<file path="src/rtl/pctag_pkg.sv">
package pctag_pkg;

    localparam int LVL_W   = 2;
    localparam int NUM_LVL = 1 << LVL_W;

    typedef enum logic [1:0] {
        LD_BRANCH = 2'd0,
        LD_ENTRY  = 2'd1,
        LD_RETURN = 2'd2,
        LD_ALIAS  = 2'd3
    } load_kind_e;

    typedef logic [LVL_W-1:0] lvl_t;

endpackage

</file>
<file path="src/rtl/pctag_level_sel.sv">
module pctag_level_sel
    import pctag_pkg::*;
(
    input  load_kind_e kind,
    input  lvl_t       dst_lvl,
    input  lvl_t       src_lvl,
    input  logic       ret_illegal,
    output lvl_t       lvl_eff,
    output logic       upper
);

    logic stay_put;

    always_comb begin
        // An illegal return keeps the core where it started.
        stay_put = (kind == LD_RETURN) && ret_illegal;
        lvl_eff  = stay_put ? src_lvl : dst_lvl;
        upper    = lvl_eff[LVL_W-1];
    end

endmodule

</file>
<file path="src/rtl/pctag_form.sv">
module pctag_form
    import pctag_pkg::*;
#(
    parameter int ADDR_W = 64,
    parameter int VOFF_W = 11
) (
    input  load_kind_e        kind,
    input  logic [ADDR_W-1:0] addr,
    input  logic [VOFF_W-1:0] voff,
    output logic [ADDR_W-1:0] raw
);

    always_comb begin
        unique case (kind)
            LD_ENTRY: raw = {addr[ADDR_W-1:VOFF_W], voff};
            default:  raw = addr;
        endcase
    end

endmodule

</file>
<file path="src/rtl/pctag_fill.sv">
module pctag_fill
    import pctag_pkg::*;
#(
    parameter int ADDR_W  = 64,
    parameter int TAG_LSB = 56,
    parameter int SEL_BIT = 55
) (
    input  logic [ADDR_W-1:0]  raw,
    input  lvl_t               lvl_eff,
    input  logic               upper,
    input  logic [NUM_LVL-1:0] tbi_en,
    output logic [ADDR_W-1:0]  clean
);

    lvl_t en_idx;
    logic apply;
    logic fill_bit;

    always_comb begin
        en_idx   = upper ? lvl_eff : lvl_t'(raw[SEL_BIT]);
        apply    = tbi_en[en_idx];
        fill_bit = upper ? 1'b0 : raw[SEL_BIT];
    end

    assign clean[TAG_LSB-1:0] = raw[TAG_LSB-1:0];

    for (genvar g = TAG_LSB; g < ADDR_W; g++) begin : g_tag
        assign clean[g] = apply ? fill_bit : raw[g];
    end

endmodule

</file>
<file path="src/rtl/pctag_strip.sv">
module pctag_strip
    import pctag_pkg::*;
#(
    parameter int ADDR_W  = 64,
    parameter int TAG_LSB = 56,
    parameter int SEL_BIT = 55,
    parameter int VOFF_W  = 11
) (
    input  logic                clk,
    input  logic                rst_n,
    input  logic                valid_i,
    input  logic [1:0]          kind_i,
    input  logic [ADDR_W-1:0]   addr_i,
    input  logic [VOFF_W-1:0]   voff_i,
    input  logic [LVL_W-1:0]    dst_lvl_i,
    input  logic [LVL_W-1:0]    src_lvl_i,
    input  logic                ret_illegal_i,
    input  logic [NUM_LVL-1:0]  tbi_en_i,
    output logic [ADDR_W-1:0]   pc_o,
    output logic                pc_valid_o
);

    localparam int TAG_W = ADDR_W - TAG_LSB;

    typedef struct packed {
        logic [ADDR_W-1:0] pc;
        logic              vld;
    } state_t;

    load_kind_e        kind;
    lvl_t              lvl_eff;
    logic              upper;
    logic [ADDR_W-1:0] raw;
    logic [ADDR_W-1:0] clean;
    state_t            st_d, st_q;

    assign kind = load_kind_e'(kind_i);

    pctag_level_sel u_lvl (
        .kind        (kind),
        .dst_lvl     (dst_lvl_i),
        .src_lvl     (src_lvl_i),
        .ret_illegal (ret_illegal_i),
        .lvl_eff     (lvl_eff),
        .upper       (upper)
    );

    pctag_form #(.ADDR_W(ADDR_W), .VOFF_W(VOFF_W)) u_form (
        .kind (kind),
        .addr (addr_i),
        .voff (voff_i),
        .raw  (raw)
    );

    pctag_fill #(.ADDR_W(ADDR_W), .TAG_LSB(TAG_LSB), .SEL_BIT(SEL_BIT)) u_fill (
        .raw     (raw),
        .lvl_eff (lvl_eff),
        .upper   (upper),
        .tbi_en  (tbi_en_i),
        .clean   (clean)
    );

    always_comb begin
        st_d     = st_q;
        st_d.vld = valid_i;
        if (valid_i) begin
            st_d.pc = clean;
        end
    end

    always_ff @(posedge clk or negedge rst_n) begin
        if (!rst_n) begin
            st_q <= '0;
        end else begin
            st_q <= st_d;
        end
    end

    assign pc_o       = st_q.pc;
    assign pc_valid_o = st_q.vld;


    valid_follow_chk: assert property (@(posedge clk) disable iff (!rst_n)
        valid_i |=> pc_valid_o);


    idle_hold_chk: assert property (@(posedge clk) disable iff (!rst_n)
        !valid_i |=> (!pc_valid_o && $stable(pc_o)));


    upper_zero_chk: assert property (@(posedge clk) disable iff (!rst_n)
        (valid_i && lvl_eff[LVL_W-1] && tbi_en_i[lvl_eff])
        |=> (pc_o[ADDR_W-1:TAG_LSB] == '0));


    lower_sign_chk: assert property (@(posedge clk) disable iff (!rst_n)
        (valid_i && !lvl_eff[LVL_W-1] && tbi_en_i[addr_i[SEL_BIT]])
        |=> (pc_o[ADDR_W-1:TAG_LSB] == {TAG_W{$past(addr_i[SEL_BIT])}}));


    low_keep_chk: assert property (@(posedge clk) disable iff (!rst_n)
        (valid_i && kind_i != 2'd1)
        |=> (pc_o[TAG_LSB-1:0] == $past(addr_i[TAG_LSB-1:0])));


    entry_off_chk: assert property (@(posedge clk) disable iff (!rst_n)
        (valid_i && kind_i == 2'd1)
        |=> (pc_o[VOFF_W-1:0] == $past(voff_i)));


    illegal_src_chk: assert property (@(posedge clk) disable iff (!rst_n)
        (valid_i && kind_i == 2'd2 && ret_illegal_i && src_lvl_i[LVL_W-1]
         && tbi_en_i[src_lvl_i])
        |=> (pc_o[ADDR_W-1:TAG_LSB] == '0));

endmodule

</file>
<file path="config.mk">
export PLATFORM = sky130hd
export DESIGN_NAME = pctag_strip
export DESIGN_NICKNAME = d
export VERILOG_FILES = /design/src/rtl/pctag_pkg.sv /design/src/rtl/pctag_level_sel.sv /design/src/rtl/pctag_form.sv /design/src/rtl/pctag_fill.sv /design/src/rtl/pctag_strip.sv
export SDC_FILE = /design/constraint.sdc
export NUM_CORES = 1
export LEC_CHECK = 0
export ABC_CLOCK_PERIOD_IN_PS = 800
export BUFFER_PORTS_ARGS = -buffer_cell sky130_fd_sc_hd__buf_2
export CORE_ASPECT_RATIO = 1.5
export CORE_UTILIZATION = 44
export DETAILED_ROUTE_END_ITERATION = 16
export PLACE_DENSITY = 0.89
export SLEW_MARGIN = 25
export SYNTH_ARGS = -nofsm -noshare
export SYNTH_HDL_FRONTEND = slang
export SYNTH_SLANG_ARGS = --single-unit
export TNS_END_PERCENT = 30
</file>
<file path="constraint.sdc">
create_clock -name clk -period 0.8 [get_ports clk]
set_input_delay 0.16 -clock clk [delete_from_list [all_inputs] [get_ports clk]]
set_output_delay 0.16 -clock clk [all_outputs]
set_load 0.02 [all_outputs]
</file>
### After elaboration in Yosys (flattened, before gate mapping)

Index checks and enable logic that the tools add are counted.

| storage, ports and cells | value |
|---|---|
| register bits after elaboration | 65 |
| input bits | 89 |
| output and inout port bits | 65 |
| word-level logic and storage cells | 20 |

| operators by class | value |
|---|---|
| order comparisons | 1 |
| equality and inequality tests | 2 |
| mux-type cells | 14 |
| reductions and logical operators | 1 |

Operator list:

| kind | number |
|---|---|
| $mux 11 | 1 |
| $mux 1 | 10 |
| $mux 2 | 2 |
| $lt 2x3->1 const B | 1 |
| $bmux 1 s2 | 1 |
| $eq 2x1->1 const B | 1 |
| $eq 2x2->1 const B | 1 |
| $logic_and 1x1->1 | 1 |

### Depth between registers and ports, before layout

| depth | value |
|---|---|
| depth in word-level cells | 7 |
| mapped depth | 4 |

### By module

Synthesis repeated with hierarchy kept, for this count alone.

| unflattened totals | value |
|---|---|
| cells, all modules | 295 |
| area total of the unflattened synthesis | 3978.8 µm² |

By module, submodules not included:

| module | times used | cells each | area each (µm²) | sequential area each (µm²) |
|---|---|---|---|---|
| pctag_strip | 1 | 136 | 2703.8 | 1626.6 |
| pctag_fill | 1 | 89 | 624.3 | 0.0 |
| pctag_form | 1 | 66 | 593.1 | 0.0 |
| pctag_level_sel | 1 | 4 | 57.6 | 0.0 |

### Least setup slack after synthesis

No wires, ideal clock.

| timing | value |
|---|---|
| kind | input to register |
| from | in kind_i[0] |
| to | reg st_q (netlist bit pc_o[56]) |
| library setup time | 0.136 ns |
| arrival time | 0.925 ns |
| required time | 0.664 ns |
| path slack | -0.262 ns |
| stages | 4 |
| path buffers | 0 |
| path through | nand3b_4 a211o_1 o2111ai_1 a31oi_1 |

| on the way | value |
|---|---|
| longest elaborated chain between the ends | 7 |

Ends and longest elaborated chain:

| item | RTL line | source |
|---|---|---|
| start, declared | pctag_strip.sv:12 | `input logic [1:0] kind_i,` |
| $eq 2x2->1 * | pctag_level_sel.sv:16 | `stay_put = (kind == LD_RETURN) && ret_illegal;` |
| $logic_and 1x1->1 * | pctag_level_sel.sv:16 |  |
| $mux 2 * | pctag_level_sel.sv:17 | `lvl_eff = stay_put ? src_lvl : dst_lvl;` |
| $mux 2 | pctag_fill.sv:20 | `en_idx = upper ? lvl_eff : lvl_t'(raw[SEL_BIT]);` |
| $bmux 1 s2 | pctag_fill.sv:21 | `apply = tbi_en[en_idx];` |
| $mux 1 (implied by the code) | pctag_fill.sv:21 |  |
| $mux 1 * | pctag_fill.sv:28 | `assign clean[g] = apply ? fill_bit : raw[g];` |
| end signal, assigned | pctag_strip.sv:75 | `st_q <= st_d;` |
| end, declared | pctag_strip.sv:35 | `state_t st_d, st_q;` |

Every way passes the cells marked *; elsewhere a longest branch is shown, timed or not. The select of a mux whose other input is x is not followed.
A chain may end at the register's enable or synchronous reset.

### Final worst setup path

| timing | value |
|---|---|
| from | reg st_q (netlist bit pc_o[61]) |
| to | out pc_o[61] |

RTL lines:

| item | RTL line | source |
|---|---|---|
| end, declared | pctag_strip.sv:19 | `output logic [ADDR_W-1:0] pc_o,` |

No word-level cell between the ends.

==> impl_results.md <==
* Chip width at approximately 66 µm
* Share of cells above drive strength 1 at between 60% and 70%
* Antenna Cells at 0
* Core ar. at between 5000 and 6000 µm²
* Gr ovfl total at 0
* Crit path cell chain: buf_6
* Seq/Total Area, Yosys at about three fifths
* Clk sinks at 65
* I/O pins at about 150
* Chip Height at ~98 µm
* CTS tree: done
* Worst stage delay on the critical path at roughly 430 ps
* Final hold vios at 0
* Max Cap Viol at 0
* Pwr/cell area at around 2200 nW/µm²
* Area of the multi-input gates at between 1000 and 1500 µm²
* Initial antenna violation count at 0
* Vias in the first global route at ~2600
* Initial drt markers at 67
* GRT Overall Usage at 23.57%
* Via density at around 5.3
* Drt first pass iters at 5
* Slew margin rel. at between 70% and 80%
* # fillers at 377
* Setup TNS at -17490 ps
* Actual slew at the worst max-slew pin at around 370 ps
* Failing checks: setup timing
* Place WS at -531.0 ps
* Area of the die at 6463 µm²
* Post-Synthesis Cells at between 150 and 200
* DP HPWL at just over 5000 µm
* Post-route ant nets at 0
* DRC at 0
* Layout Nets at 466
* Outcome: complete, but fails checks
* Met1 Usage GRT at a little under a quarter
* Max Clk Rate at approximately 930 MHz
* Worst Setup End Kind: output pin
* Met2 GRT Util at 42.70%
* Final worst slack at -275.4 ps
* Clk_lat worst skew at 330 ps
* Final Setup Violations at 82
* Worst setup SP type: register
* Slowest CP cell: dfrtp_1
* Post-Route Skew at 0 ps
* CTS root buf: clkbuf_8
* Vias at ~2400
* Min Tclk post-route at 1075 ps
* GR peak layer: met2
* Post-Syn Area at about 2700 µm²
* RSZ-0062 raised after global routing: true
* Crit path DAT at between 900 and 1000 ps
* Placed insts at roughly 430
* Syn Nets at between 200 and 300
* Routed length per instance at ~16 µm
* Syn Area/Cell at between 10 and 15 µm²
* Total CTS buffers at 9
* Most frequent cells in the layout: 114 x buf_2, 57 x dfrtp_1, 41 x buf_6
* First-pass GRT wire length at 11320 µm
* Max VDD drop at 1.678 mV
* Grt met3 use at 5.140%
* Min Hold Slack at 48.90 ps
* GPL Wtd Cong at roughly 0.89
* Register area at 1637 µm²
* Kind of critical path: reg -> out
* Initial Util at roughly 46%
* Flops & latches, synth at between 60 and 70
* Top delay family on crit path: flip-flops
* Post-route insts no fill at around 450
* WP data required at approximately 640 ps
* H-Tree Depth at 3
* Final period util at 134.4%
* # port buffers at 153
* Total Power at approximately 9.5 mW
* Clk buf depth at 2
* Syn. warnings at 0
* Area delta synth->final at 60.58%
* Distinct cell type count after synthesis at 19
* Row count at 34
* Bufs and invs on worst path at 1
* Reg clk slew, reported paths at 80 ps
* Max FO, Critical Path at 2
* Total routed wirelength at about 7400 µm
* Hold crit path type: in -> reg
* Commonest non-fill, non-tap cell in the layout: buf_2
* Pins Over Slew Limit at 0
* Pleak at 2.107 nW
* Largest net degree at the start of global routing at 35
==> power breakdown <==
group / internal [mW] / switching, mW
clock network: 2.16 / 1.27
registers: 3.63 / 0.235
logic: 1.14 / 1.07
total: 6.94 / 2.58
==> synth_stat cells (all sizes together) <==
| master | n | area, µm² |
|---|---|---|
| clkbuf | 2 | 7.510 |
| and4b | 1 | 10.01 |
| mux2 | 46 | 518.0 |
| a31oi | 9 | 71.32 |
| nor2b | 1 | 6.260 |
| mux2i | 13 | 142.6 |
| a211o | 1 | 8.760 |
| a21oi | 12 | 63.81 |
| inv | 3 | 11.26 |
| nand3 | 8 | 40.04 |
| nor2 | 19 | 71.32 |
| nand3b | 1 | 20.02 |
| dfrtp | 65 | 1627 |
| o2111ai | 8 | 70.07 |
| buf | 7 | 33.78 |
==> cell families after synthesis <==
group	after synthesis	synth area share, %
flops	65	60.21
mux	59	24.46
compound gates	30	7.921
simple gates	30	5.466
buf+inv	12	1.945
==> state kept, by name (all words and copies together) (netlist names) <==
register    count
pc_valid_o      1
pc_o           64
==> repair_timing <==
item,CTS,global route
hold endpoints to repair,65,0
pin swaps,0,1
setup endpoints to repair,73,87
hold buffers,1,0
buffers inserted,5,6
gates resized for setup,43,41
==> layout make-up <==
type / count / share of cell area [%]
multi-input combinational: 119 / 24.69
sequential: 65 / 37.73
clock buffer: 10 / 3.173
inverter: 3 / 0.2596
tap: 72 / 2.077
clock inverter: 6 / 2.625
timing repair buffer: 179 / 29.45
==> path summary, 6_finish.rpt <==
kind                                  from  endpoint  slack (ps)  cells past startpoint
worst max-delay path              pc_o[61]  pc_o[61]        -280                      1
worst min register to register    pc_o[15]  pc_o[15]         500                      1
worst min-delay path            addr_i[30]  pc_o[30]          50                      2
worst max register to register    pc_o[29]  pc_o[29]        -220                      3
min in group asynchronous            rst_n  pc_o[60]         230                      2
max in group asynchronous            rst_n  pc_o[31]          90                      3
==> layer usage <==
metal  share of wire, %  vias up
li1                   -     1079
met1                 33     1122
met2                 57      152
met3                6.3       32
met4                4.2        0
met5                  0        -
==> through the flow <==
step / utilization (%) / area [µm²]
floorplan: - / 2781
global placement: 63.55 / 3731
detailed placement: 63.55 / 3731
CTS: 70.95 / 4165
global route: 73.89 / 4338
finish: 73.89 / 4338
Power figures use the tool's default switching activity.
